[config.mk]
export PLATFORM = sky130hd
export DESIGN_NAME = strobe_slave
export DESIGN_NICKNAME = d
export VERILOG_FILES = /design/src/rtl/strb_pkg.sv /design/src/rtl/strb_sync.sv /design/src/rtl/strb_regfile.sv /design/src/rtl/strb_ctl.sv /design/src/rtl/strobe_slave.sv
export SDC_FILE = /design/constraint.sdc
export NUM_CORES = 1
export LEC_CHECK = 0
export BUFFER_PORTS_ARGS = -buffer_cell sky130_fd_sc_hd__buf_2
export CAP_MARGIN = 0
export CORE_UTILIZATION = 66
export CTS_BUF_LIST = sky130_fd_sc_hd__clkbuf_8
export DETAILED_ROUTE_END_ITERATION = 12
export PLACE_DENSITY = 0.86
export SLEW_MARGIN = 30
export SYNTH_ARGS = -nofsm -noshare
export SYNTH_HDL_FRONTEND = slang
export SYNTH_SLANG_ARGS = --single-unit
[constraint.sdc]
create_clock -name clk -period 3.1 [get_ports clk]
set_clock_uncertainty 0.2 [all_clocks]
set_input_delay 0.62 -clock clk [delete_from_list [all_inputs] [get_ports clk]]
set_output_delay 0.62 -clock clk [all_outputs]
set_load 0.01 [all_outputs]
[src/rtl/strb_pkg.sv]
package strb_pkg;

    typedef enum logic {
        ST_IDLE = 1'b0,
        ST_ACK  = 1'b1
    } hs_state_e;

endpackage

[src/rtl/strb_sync.sv]
module strb_sync #(
    parameter int          WIDTH   = 3,
    parameter int          STAGES  = 2,
    parameter logic [WIDTH-1:0] RST_VAL = '0
) (
    input  logic             clk,
    input  logic             rst_n,
    input  logic [WIDTH-1:0] async_i,
    output logic [WIDTH-1:0] sync_o
);

    logic [WIDTH-1:0] stg_d [STAGES];
    logic [WIDTH-1:0] stg_q [STAGES];

    always_comb begin
        stg_d[0] = async_i;
        for (int s = 1; s < STAGES; s++) begin
            stg_d[s] = stg_q[s-1];
        end
    end

    generate
        for (genvar g = 0; g < STAGES; g++) begin : g_stage
            always_ff @(posedge clk or negedge rst_n) begin
                if (!rst_n) begin
                    stg_q[g] <= RST_VAL;
                end else begin
                    stg_q[g] <= stg_d[g];
                end
            end
        end
    endgenerate

    assign sync_o = stg_q[STAGES-1];

endmodule

[src/rtl/strb_regfile.sv]
module strb_regfile #(
    parameter int ADDR_W = 6,
    parameter int DATA_W = 8
) (
    input  logic              clk,
    input  logic              rst_n,
    input  logic              wr_en,
    input  logic [ADDR_W-1:0] addr,
    input  logic [DATA_W-1:0] wdata,
    output logic [DATA_W-1:0] rdata
);

    localparam int DEPTH = 1 << ADDR_W;

    logic [DATA_W-1:0] mem_d [DEPTH];
    logic [DATA_W-1:0] mem_q [DEPTH];

    always_comb begin
        for (int i = 0; i < DEPTH; i++) begin
            mem_d[i] = mem_q[i];
        end
        if (wr_en) begin
            mem_d[addr] = wdata;
        end
    end

    always_ff @(posedge clk or negedge rst_n) begin
        if (!rst_n) begin
            for (int i = 0; i < DEPTH; i++) begin
                mem_q[i] <= '0;
            end
        end else begin
            for (int i = 0; i < DEPTH; i++) begin
                mem_q[i] <= mem_d[i];
            end
        end
    end

    assign rdata = mem_q[addr];

endmodule

[src/rtl/strb_ctl.sv]
module strb_ctl
    import strb_pkg::*;
#(
    parameter int DATA_W = 8
) (
    input  logic              clk,
    input  logic              rst_n,
    input  logic              sel_s_n,
    input  logic              stb_s,
    input  logic              dir_rd_s,
    input  logic [DATA_W-1:0] mem_rdata,
    output logic              wr_en,
    output logic              ack,
    output logic              rd_ack,
    output logic [DATA_W-1:0] rd_hold
);

    typedef struct packed {
        hs_state_e         state;
        logic              rd;
        logic [DATA_W-1:0] rdata;
    } ctl_t;

    ctl_t ctl_d, ctl_q;
    logic wr_en_d;

    always_comb begin
        ctl_d   = ctl_q;
        wr_en_d = 1'b0;
        unique case (ctl_q.state)
            ST_IDLE: begin
                if (!sel_s_n && stb_s) begin
                    ctl_d.state = ST_ACK;
                    ctl_d.rd    = dir_rd_s;
                    if (dir_rd_s) begin
                        ctl_d.rdata = mem_rdata;
                    end else begin
                        wr_en_d = 1'b1;
                    end
                end
            end
            ST_ACK: begin
                if (sel_s_n || !stb_s) begin
                    ctl_d.state = ST_IDLE;
                    ctl_d.rd    = 1'b0;
                end
            end
            default: ctl_d.state = ST_IDLE;
        endcase
    end

    always_ff @(posedge clk or negedge rst_n) begin
        if (!rst_n) begin
            ctl_q <= '{state: ST_IDLE, rd: 1'b0, rdata: '0};
        end else begin
            ctl_q <= ctl_d;
        end
    end

    assign wr_en   = wr_en_d;
    assign ack     = (ctl_q.state == ST_ACK);
    assign rd_ack  = ack && ctl_q.rd;
    assign rd_hold = ctl_q.rdata;

endmodule

[src/rtl/strobe_slave.sv]
module strobe_slave #(
    parameter int ADDR_W      = 6,
    parameter int DATA_W      = 8,
    parameter int SYNC_STAGES = 2
) (
    input  logic              clk,
    input  logic              rst_n,
    input  logic              cs_n,
    input  logic              strobe,
    input  logic              rd_wr_n,
    input  logic [ADDR_W-1:0] addr,
    input  logic [DATA_W-1:0] data_in,
    output logic [DATA_W-1:0] data_out,
    output logic              data_oe,
    output logic              ack_oe
);

    localparam int CTL_W = 3;
    localparam logic [CTL_W-1:0] CTL_IDLE = 3'b101;

    logic [CTL_W-1:0]  ctl_s;
    logic              wr_en;
    logic              rd_ack;
    logic [DATA_W-1:0] mem_rdata;

    strb_sync #(
        .WIDTH   (CTL_W),
        .STAGES  (SYNC_STAGES),
        .RST_VAL (CTL_IDLE)
    ) u_sync (
        .clk     (clk),
        .rst_n   (rst_n),
        .async_i ({cs_n, strobe, rd_wr_n}),
        .sync_o  (ctl_s)
    );

    strb_regfile #(
        .ADDR_W (ADDR_W),
        .DATA_W (DATA_W)
    ) u_regs (
        .clk    (clk),
        .rst_n  (rst_n),
        .wr_en  (wr_en),
        .addr   (addr),
        .wdata  (data_in),
        .rdata  (mem_rdata)
    );

    strb_ctl #(
        .DATA_W (DATA_W)
    ) u_ctl (
        .clk       (clk),
        .rst_n     (rst_n),
        .sel_s_n   (ctl_s[2]),
        .stb_s     (ctl_s[1]),
        .dir_rd_s  (ctl_s[0]),
        .mem_rdata (mem_rdata),
        .wr_en     (wr_en),
        .ack       (ack_oe),
        .rd_ack    (rd_ack),
        .rd_hold   (data_out)
    );

    assign data_oe = rd_ack && !cs_n && strobe && rd_wr_n;

endmodule

==> flow_summary_export.csv, run 1 <==
group,metric,value,unit
die,core_area,35800,um^2
timing,whs,0.149,ns
synth,synth_nets,1745,
synth,ys.flop_type,"dfrtp_1",
global_routing,grt_usage,36.0,%
timing,fmax,359,MHz
clock_tree,htree_levels,3,
timing,post-route-period-util,89.8,%
die,rows,69,
critical_path,critPathCaptureType,"flip-flop",
synth,synth_edf_count,0,
routing,drt_pre_antenna_iters,6,
die,pin_count,29,
routing,viasPerCell,6.97,
timing,hold_viol,0,
timing,period_needed,2.78,ns
synth,ys_seq_elements,528,
synth,yosysSeqAreaShare,54.5,%
routing,routed_wl,65500,um
power_and_ir_drop,combPwrFrac,9.2,%
placed_design,pre_cts_ws,-0.0448,ns
global_routing,antenna_found_initial,0,
synth,async_reset_ff_share,100,%
critical_path,crit_chain,"nand2b_4 > or3_1 > or2_1 > nor3_4 > buf_12 > nand2_2 > mux2_2",
power_and_ir_drop,p_int,10.9,mW
power_and_ir_drop,powerDensity,535,nW/um^2
routing,drt_iter0_drc,1730,
routing,ant_nets,0,
power_and_ir_drop,swShare,25.2,%
timing,layout_setup_ws,0.317,ns
clock_tree,cts_tree,"yes",
power_and_ir_drop,leakage,13.4,nW
power_and_ir_drop,pwr-share-clk,39.8,%
hold_path,hp-class,"flip-flop to flip-flop",
global_routing,grtUsageMet2,56.6,%
synth,ys_types,59,
clock_tree,path_clk_slew,0.06,ns
synth,avgSynthCellArea,14.1,um^2
global_routing,grtUsageMet3,7.53,%
power_and_ir_drop,power,14.6,mW
power_and_ir_drop,peakVddDrop,0.412,mV
placed_design,place_congestion,0.991,
routing,via_count,16300,
die,die_height,194,um
die,dieWidth,194,um
timing,setup_violations,0,
layout,fin_nets,1840,
global_routing,grt_overflow,0,
power_and_ir_drop,power_switching,3.68,mW
global_routing,grt_pass1_wl,102000,um
critical_path,cpPeakStageDelay,0.45,ns
run_status,outcome,"completed",
run,maxCapViolCount,0,
clock_tree,root_buffer,"clkbuf_8",
synth,ys_warn_count,0,
critical_path,crit_fanout,8,
layout,synthToLayoutAreaGrowth,12.3,%
die,start_util,67.7,%
timing,rsz0062_at_grt,"no",
routing,wl_per_cell,28.1,um
timing,tightest_slew,1.04,ns
layout,fin_util,76.1,%
critical_path,critPathRequiredTime,3.42,ns
clock_tree,worstSkewPairLatency,0.65,ns
global_routing,grt_pass1_vias,17100,
critical_path,cp.arrival,3.10,ns
clock_tree,numCtsBuffers,84,
timing,slew_headroom,30.4,%
global_routing,grt_max_degree,84,
synth,synthCells,1724,
critical_path,slowest_stage,"or3_1",
clock_tree,cts_resized,0,
placed_design,io_buffer_count,28,
critical_path,startpoint_type,"flip-flop",
layout,drive_gt1_share,48.5,%
clock_tree,clock_path_buffers,3,
routing,drc,0,
clock_tree,cts.sinks,528,
power_and_ir_drop,seq_power_share,50.9,%
global_routing,top_usage_layer,"met2",
placed_design,dp_hpwl,43000,um
timing,slew_violations,0,
layout,diodes,0,
synth,synth_area,24300,um^2
die,die_area,37500,um^2
critical_path,crit_type,"flip-flop to flip-flop",
global_routing,gr-usage-met1,47.5,%
==> path summary, 6_finish.rpt <==
check	start	end	slack, ns	cells past startpoint
setup / recovery	u_sync.sync_o[2]	u_regs.mem_q[417]	0.32	7
max in group asynchronous	rst_n	u_sync.sync_o[0]	1.46	3
min in group asynchronous	rst_n	u_regs.mem_q[100]	0.33	2
setup reg to reg	u_sync.sync_o[2]	u_regs.mem_q[417]	0.32	7
hold reg to reg	u_sync.stg_d[2]	u_sync.sync_o[2]	0.15	0
hold / removal	u_sync.stg_d[2]	u_sync.sync_o[2]	0.15	0
==> state kept, by name (all words and copies together), names as in the netlist <==
name           cells
u_ctl.ack          1
u_sync.sync_o      3
u_ctl.ctl_q        1
u_sync.stg_d       3
u_regs.mem_q     512
u_ctl.rd_hold      8
==> cell usage after synthesis, types with 8 or more instances <==
cell,n,area share (%)
mux2_1,12,0.56
a221oi_1,53,1.9
a21oi_1,22,0.45
o21ai_0,26,0.54
nor2_1,45,0.70
buf_4,14,0.43
mux2_2,528,25
a22oi_1,28,0.87
nand2_2,27,0.70
nand2_1,46,0.71
dfrtp_1,524,54
a22o_1,8,0.29
mux4_2,54,5.0
nor2_2,24,0.62
a31oi_1,8,0.21
mux2i_1,53,2.2
nor2b_1,8,0.21
clkbuf_1,84,1.3
buf_1,20,0.31
o22ai_1,12,0.31
nand3_1,12,0.25
buf_2,19,0.39
==> layer usage <==
layer	routed length, um	part of all wire (%)
met5	0	0
met4	3470	5.3
met2	31300	48
met1	25200	38
met3	5530	8.4
==> power by group through the flow <==
stage	registers, mW	clock network (mW)	logic, mW
after global placement	7.50	0	1.28
after detailed placement	7.53	0	1.32
after CTS	7.41	5.83	1.33
after floorplan	7.45	0	0.802
final	7.42	5.80	1.34
after global routing	7.44	6.16	1.43
==> cell usage in the layout, fill, tap and decap left out, drive strengths merged, types with 4 or more instances in the layout <==
master and n:
a221oi 53, o211ai 7, mux4 54, dfstp 4, a211oi 5, a22o 8
clkinv 5, a22oi 28, o32a 4, a31oi 8, o2111ai 5, o22ai 12
a21oi 22, nand2 73, nor2 69, nand3 12, nor2b 8, or3 4
and2 7, inv 33, o2bb2ai 4, clkbuf 108, dlygate4sd3 4, mux2i 53
dfrtp 524, buf 145, nor3 11, o21ai 26, a221o 4, mux2 540
==> worst max-delay path, delay by kind of cell (launching register included) <==
family                 cells  cell delay [ns]
DFF                        1             0.36
and+or+nand+nor            5             1.51
buffers and inverters      1             0.20
muxes                      1             0.39
==> stage by stage <==
step	setup TNS, ns	area [um^2]	instances
after floorplan	0	24300	1724
after global placement	-0.0370	25600	2190
after detailed placement	-0.0475	25600	2190
after CTS	0	27200	2336
after global routing	0	27200	2336
final	0	27200	2336
==> final cells by class <==
cell class	instances	area, um^2
tap	461	577
clock inverter	34	150
clock buffer	108	1490
multi-input combinational	1050	10400
sequential	528	13200
fill	2084	8580
timing repair buffer	149	1390
inverter	6	22.5
==> timing repair <==
action,CTS,global route
hold buffers,4,0
endpoints found under the hold margin,51,0
buffers inserted,0,0
==> cell families after synthesis <==
| kind of cell | synth area share [%] |
|---|---|
| multiplexers | 32.3 |
| flip-flops | 54.5 |
| AND/OR/NAND/NOR | 4.43 |
| AO/OA/AOI/OAI | 6.06 |
| buffers and inverters | 2.67 |
| adder cells (fa/ha/maj) | 0.103 |
(Power assumes the default switching activity.)
==> inputs of run 2 (changes only) <==
- CORE_UTILIZATION: 66 -> 65
- PLACE_DENSITY: 0.86 -> 0.85
==> run 2 against run 1 <==
  * Critical path depth unchanged
  * Critical path type unchanged
  * Combinational power about the same
  * Count of clock-buffer cells in the layout up 4
  * Worst hold slack better by 0.0020 ns
  * Clock power up 8.3%
  * Largest cell class unchanged
  * Wire length up 0.34%
  * Final area up 1.1%
  * Core utilization down 0.98 points
  * Register-to-register slack worse by 0.02 ns
  * Non-clock buffer count up 29
  * Sequential power about the same
==> flow_summary_export.csv, run 2 (synthesized netlist as in run 1, its figures left out) <==
group,metric,value,unit
layout,diodes,0,
critical_path,critPathRequiredTime,3.42,ns
die,die_height,195,um
power_and_ir_drop,powerDensity,546,nW/um^2
layout,final.fill_count,2207,
routing,wl_met2,31100,um
critical_path,crit_fanout,8,
clock_tree,cts_resized,0,
global_routing,antenna_found_initial,0,
timing,fmax,357,MHz
timing,period_needed,2.80,ns
global_routing,grt_pass1_wl,102000,um
die,start_util,66.1,%
clock_tree,postCtsSetupBuffers,0,
global_routing,grt_overflow,0,
global_routing,grt_pass1_vias,17100,
clock_tree,path_clk_slew,0.06,ns
routing,drc,0,
critical_path,path_buf_inv,1,
timing,rsz0062_at_grt,"no",
critical_path,reg2reg_depth,7,
die,die_area,38100,um^2
layout,synthToLayoutAreaGrowth,13.6,%
critical_path,cpLargestDelayFamily,"simple AND/OR/NAND/NOR gates",
routing,drt_iter0_drc,1486,
layout,drive_gt1_share,49.7,%
timing,tightest_slew,0.901,ns
die,pin_count,29,
layout,final_common_cell,"mux2_2",
timing,hold_viol,0,
global_routing,grt_usage,35.6,%
timing,slew_headroom,40.0,%
power_and_ir_drop,leakage,13.5,nW
routing,wl_met3,5430,um
critical_path,critPathCaptureType,"flip-flop",
layout,layout_common_cells,"528 x mux2_2, 524 x dfrtp_1, 131 x buf_4",
timing,setup_violations,0,
critical_path,cp.depth,7,
power_and_ir_drop,peakVddDrop,0.401,mV
routing,ant_nets,0,
die,dieWidth,195,um
clock_tree,numCtsBuffers,85,
placed_design,io_buffer_count,28,
critical_path,crit_type,"flip-flop to flip-flop",
run,maxCapViolCount,0,
critical_path,crit_chain,"nand2b_4 > or3_1 > or2_1 > nor2_2 > buf_12 > nand2_1 > mux2_2",
clock_tree,cts.sinks,528,
placed_design,place_congestion,0.936,
clock_tree,root_buffer,"clkbuf_8",
clock_tree,worstSkewPairLatency,0.67,ns
layout,top_register,"u_regs.mem_q",
routing,wl_met1,25500,um
hold_path,hold_path_depth,0,
routing,routed_wl,65800,um
global_routing,grt_max_degree,85,
routing,via_count,16200,
layout,largest_reg_flops,512,
timing,slew_violations,0,
clock_tree,clock_path_buffers,3,
critical_path,cp.arrival,3.12,ns
routing,drt_pre_antenna_iters,5,
layout,fin_nets,1870,
die,core_area,36700,um^2
placed_design,place_area,25700,um^2
die,rows,70,
timing,post-route-period-util,90.3,%
critical_path,cpPeakStageDelay,0.41,ns
run_status,outcome,"completed",
routing,wl_per_cell,27.6,um
layout,postLayoutCellArea,27600,um^2
clock_tree,cts_hold_buf,4,
placed_design,dp_hpwl,43500,um
hold_path,hp-class,"flip-flop to flip-flop",
routing,maxUsedRoutingLayer,"met4",
clock_tree,htree_levels,3,
critical_path,startpoint_type,"flip-flop",
power_and_ir_drop,power,15.0,mW
clock_tree,cts_tree,"yes",
routing,viasPerCell,6.79,
critical_path,slowest_stage,"or3_1",
## run 2: changes by cell type in the layout (fill, tap and decap cells not counted), moves of 3 or more
cell / delta
inv_1: -3
clkinvlp_4: +3
clkbuf_8: +4
clkinv_2: +6
buf_12: -8
bufinv_16: +3
buf_4: +37
## run 2: worst register-to-register path, cell delays in order, from the launching register on
cell and delay (ns):
dfstp_2 0.36, nand2b_4 0.13, or3_1 0.41, or2_1 0.38, nor2_2 0.27, buf_12 0.18
nand2_1 0.35, mux2_2 0.41
## run 2: area by class of cell
| cell class | instances | area (um^2) | area share (%) |
|---|---|---|---|
| clock inverter | 42 | 273 | 0.990 |
| tap | 468 | 586 | 2.13 |
| clock buffer | 112 | 1540 | 5.59 |
| timing repair buffer | 178 | 1510 | 5.48 |
| inverter | 6 | 22.5 | 0.0817 |
| sequential | 528 | 13200 | 48.0 |
| multi-input combinational | 1050 | 10400 | 37.8 |
## run 2: power by group
group	internal (mW)	total, mW	switching [mW]
registers	7.22	7.42	0.200
logic	0.573	1.35	0.773
clock network	3.49	6.28	2.79
## run 2: stage by stage
step / worst slack [ns] / utilization [%] / hold slack [ns] / TNS [ns] / cells
2_1_floorplan: 0.467 / - / 0.124 / 0 / 1724
3_3_place_gp: -0.0488 / 70.0 / 0.133 / -0.0488 / 2226
3_5_place_dp: -0.117 / 70.0 / 0.136 / -0.117 / 2226
4_1_cts: 0.337 / 75.1 / 0.148 / 0 / 2384
5_1_grt: 0.286 / 75.1 / 0.164 / 0 / 2384
6_report: 0.299 / 75.1 / 0.151 / 0 / 2384
## run 2: path summary, 6_finish.rpt
path,startpoint,end,slack [ns]
worst min register to register,u_sync.stg_d[1],u_sync.sync_o[1],0.15
worst max register to register,u_sync.sync_o[2],u_regs.mem_q[49],0.30
max in group asynchronous,rst_n,u_regs.mem_q[394],1.52
worst min-delay path,u_sync.stg_d[1],u_sync.sync_o[1],0.15
worst max-delay path,u_sync.sync_o[2],u_regs.mem_q[49],0.30
min in group asynchronous,rst_n,u_regs.mem_q[104],0.33
## run 2: metal layers
layer  up-vias  global-route usage, %
li1       6670                      -
met1      8386                   47.1
met2       887                   55.7
met3       242                   7.53
met4         0                   19.5
met5         -                      0
==> inputs of run 3 (changes only) <==
- RECOVER_POWER: unset -> 25
- SLEW_MARGIN: 30 -> unset
==> run 3 against run 2 <==
  * The run now ends with max-capacitance violations, max-slew violations left
  * Maximum frequency decreased by 1.3%
  * Sequential power about the same
  * Register-to-register slack lost 0.04 ns
  * Combinational power barely moved
  * Total power down 0.17%
  * Sequential cell count stayed put
  * Sequential share of layout area grew 0.11 points
  * Final area is 0.23% lower
  * Largest cell class unchanged
  * Largest power group unchanged
  * Highest routed layer unchanged
==> flow_summary_export.csv, run 3 (synthesized netlist as in run 1, its figures left out) <==
group,metric,value,unit
routing,viasPerCell,6.79,
timing,tightest_slew,1.72,ns
placed_design,io_buffer_count,28,
layout,top_register,"u_regs.mem_q",
placed_design,place_congestion,0.936,
timing,period_needed,2.84,ns
layout,final_common_cell,"mux2_2",
global_routing,grt_pass1_wl,102000,um
layout,final.fill_count,2224,
die,start_util,66.1,%
layout,postLayoutCellArea,27500,um^2
run_status,violations,"max-capacitance violations, max-slew violations",
critical_path,startpoint,"u_sync.sync_o[2]",
timing,layout_setup_ws,0.262,ns
layout,largest_reg_flops,512,
layout,drive_gt1_share,49.4,%
die,core_area,36700,um^2
global_routing,grt_max_degree,85,
clock_tree,numCtsBuffers,85,
timing,slew_headroom,-14.4,%
critical_path,reg2reg_depth,7,
routing,ant_nets,0,
power_and_ir_drop,leakage,13.5,nW
global_routing,grt_pass1_vias,17100,
layout,synthToLayoutAreaGrowth,13.3,%
power_and_ir_drop,peakVddDrop,0.401,mV
timing,setup_tns,0,ns
routing,routed_wl,65700,um
clock_tree,cts_tree,"yes",
timing,fmax,352,MHz
critical_path,r2r-start,"u_sync.sync_o[2]",
die,die_area,38100,um^2
critical_path,crit_fanout,8,
layout,diodes,0,
critical_path,critPathRequiredTime,3.41,ns
routing,drc,0,
critical_path,r2r_end,"u_regs.mem_q[49]",
routing,wl_per_cell,27.6,um
clock_tree,worstSkewPairLatency,0.67,ns
power_and_ir_drop,powerDensity,546,nW/um^2
global_routing,grt_usage,35.6,%
clock_tree,cts_resized,0,
die,dieWidth,195,um
global_routing,antenna_found_initial,0,
routing,drt_iter0_drc,1518,
critical_path,rrSetupSlack,0.26,ns
power_and_ir_drop,power,15.0,mW
placed_design,dp_hpwl,43500,um
hold_path,hp-class,"flip-flop to flip-flop",
die,die_height,195,um
critical_path,crit_type,"flip-flop to flip-flop",
critical_path,startpoint_type,"flip-flop",
run,maxCapViolCount,1,
clock_tree,clock_path_buffers,3,
clock_tree,cts.sinks,528,
layout,fin_nets,1870,
timing,rsz0062_at_grt,"no",
critical_path,crit_end,"u_regs.mem_q[49]",
timing,slew_violations,58,
critical_path,cp.arrival,3.15,ns
clock_tree,htree_levels,3,
die,rows,70,
critical_path,critPathCaptureType,"flip-flop",
routing,via_count,16200,
layout,fin_util,74.9,%
placed_design,pre_cts_ws,-0.117,ns
clock_tree,path_clk_slew,0.06,ns
clock_tree,root_buffer,"clkbuf_8",
routing,drt_pre_antenna_iters,5,
timing,post-route-period-util,91.6,%
run_status,outcome,"finished, violations left",
layout,layout_common_cells,"528 x mux2_2, 524 x dfrtp_1, 128 x buf_4",
timing,setup_violations,0,
placed_design,place_area,25700,um^2
timing,hold_viol,0,
die,pin_count,29,
global_routing,grt_overflow,0,
[run 3: changes by cell type in the layout (fill, tap and decap cells not counted)]
cell	previous run	this run
clkbuf_1	0	6
buf_12	17	14
buf_2	24	21
buf_4	131	128
buf_6	1	3
buf_8	1	0
clkbuf_2	0	1
clkbuf_4	0	1
nand2b_1	1	2
nand2b_4	1	0
[run 3: worst min path at each step]
stage / from / end / slack, ns / cells past startpoint
5_1_grt: u_sync.stg_d[2] / u_sync.sync_o[2] / 0.16 / 0
3_3_place_gp: u_sync.stg_d[1] / u_sync.sync_o[1] / 0.13 / 0
6_report: u_sync.stg_d[1] / u_sync.sync_o[1] / 0.15 / 0
4_1_cts: u_sync.stg_d[1] / u_sync.sync_o[1] / 0.15 / 0
2_1_floorplan: rst_n / u_ctl.ack / 0.12 / 0
3_5_place_dp: u_sync.stg_d[1] / u_sync.sync_o[1] / 0.14 / 0
[run 3: power by group]
group / switching, mW / internal [mW]
clock: 2.78 / 3.48
combinational: 0.771 / 0.565
sequential: 0.200 / 7.22
[run 3: final cells by class]
class                           instances  area (um^2)  share of cell area [%]
Clock buffer                          112         1540                    5.61
Clock inverter                         42          273                   0.992
Inverter                                6         22.5                  0.0819
Multi-Input combinational cell       1050        10400                    37.8
Sequential cell                       528        13200                    48.1
Tap cell                              468          586                    2.13
Timing Repair Buffer                  178         1460                    5.29
[run 3: routing by layer]
layer | GRT usage (%) | routed length [um] | vias to the layer above
li1 | - | - | 6684
met3 | 7.53 | 5480 | 226
met2 | 55.7 | 31200 | 894
met4 | 19.5 | 3620 | 0
met1 | 47.1 | 25400 | 8374
met5 | 0 | 0 | -
[run 3: repair_timing]
| item | in CTS | in global routing |
|---|---|---|
| setup buffers | 0 | 0 |
| hold buffers | 4 | 0 |
| hold endpoints to repair | 53 | 0 |
[run 3: worst max-delay path, cell delays in order, from the launching register on]
cell	delay, ns
dfstp_2	0.35
nand2b_1	0.16
or3_1	0.42
or2_1	0.38
nor2_2	0.27
buf_12	0.18
nand2_1	0.35
mux2_2	0.41
[run 3: per-stage QoR]
step	cells	hold slack (ns)
2_1_floorplan	1724	0.124
3_3_place_gp	2226	0.133
3_5_place_dp	2226	0.136
4_1_cts	2384	0.148
5_1_grt	2384	0.164
6_report	2384	0.153
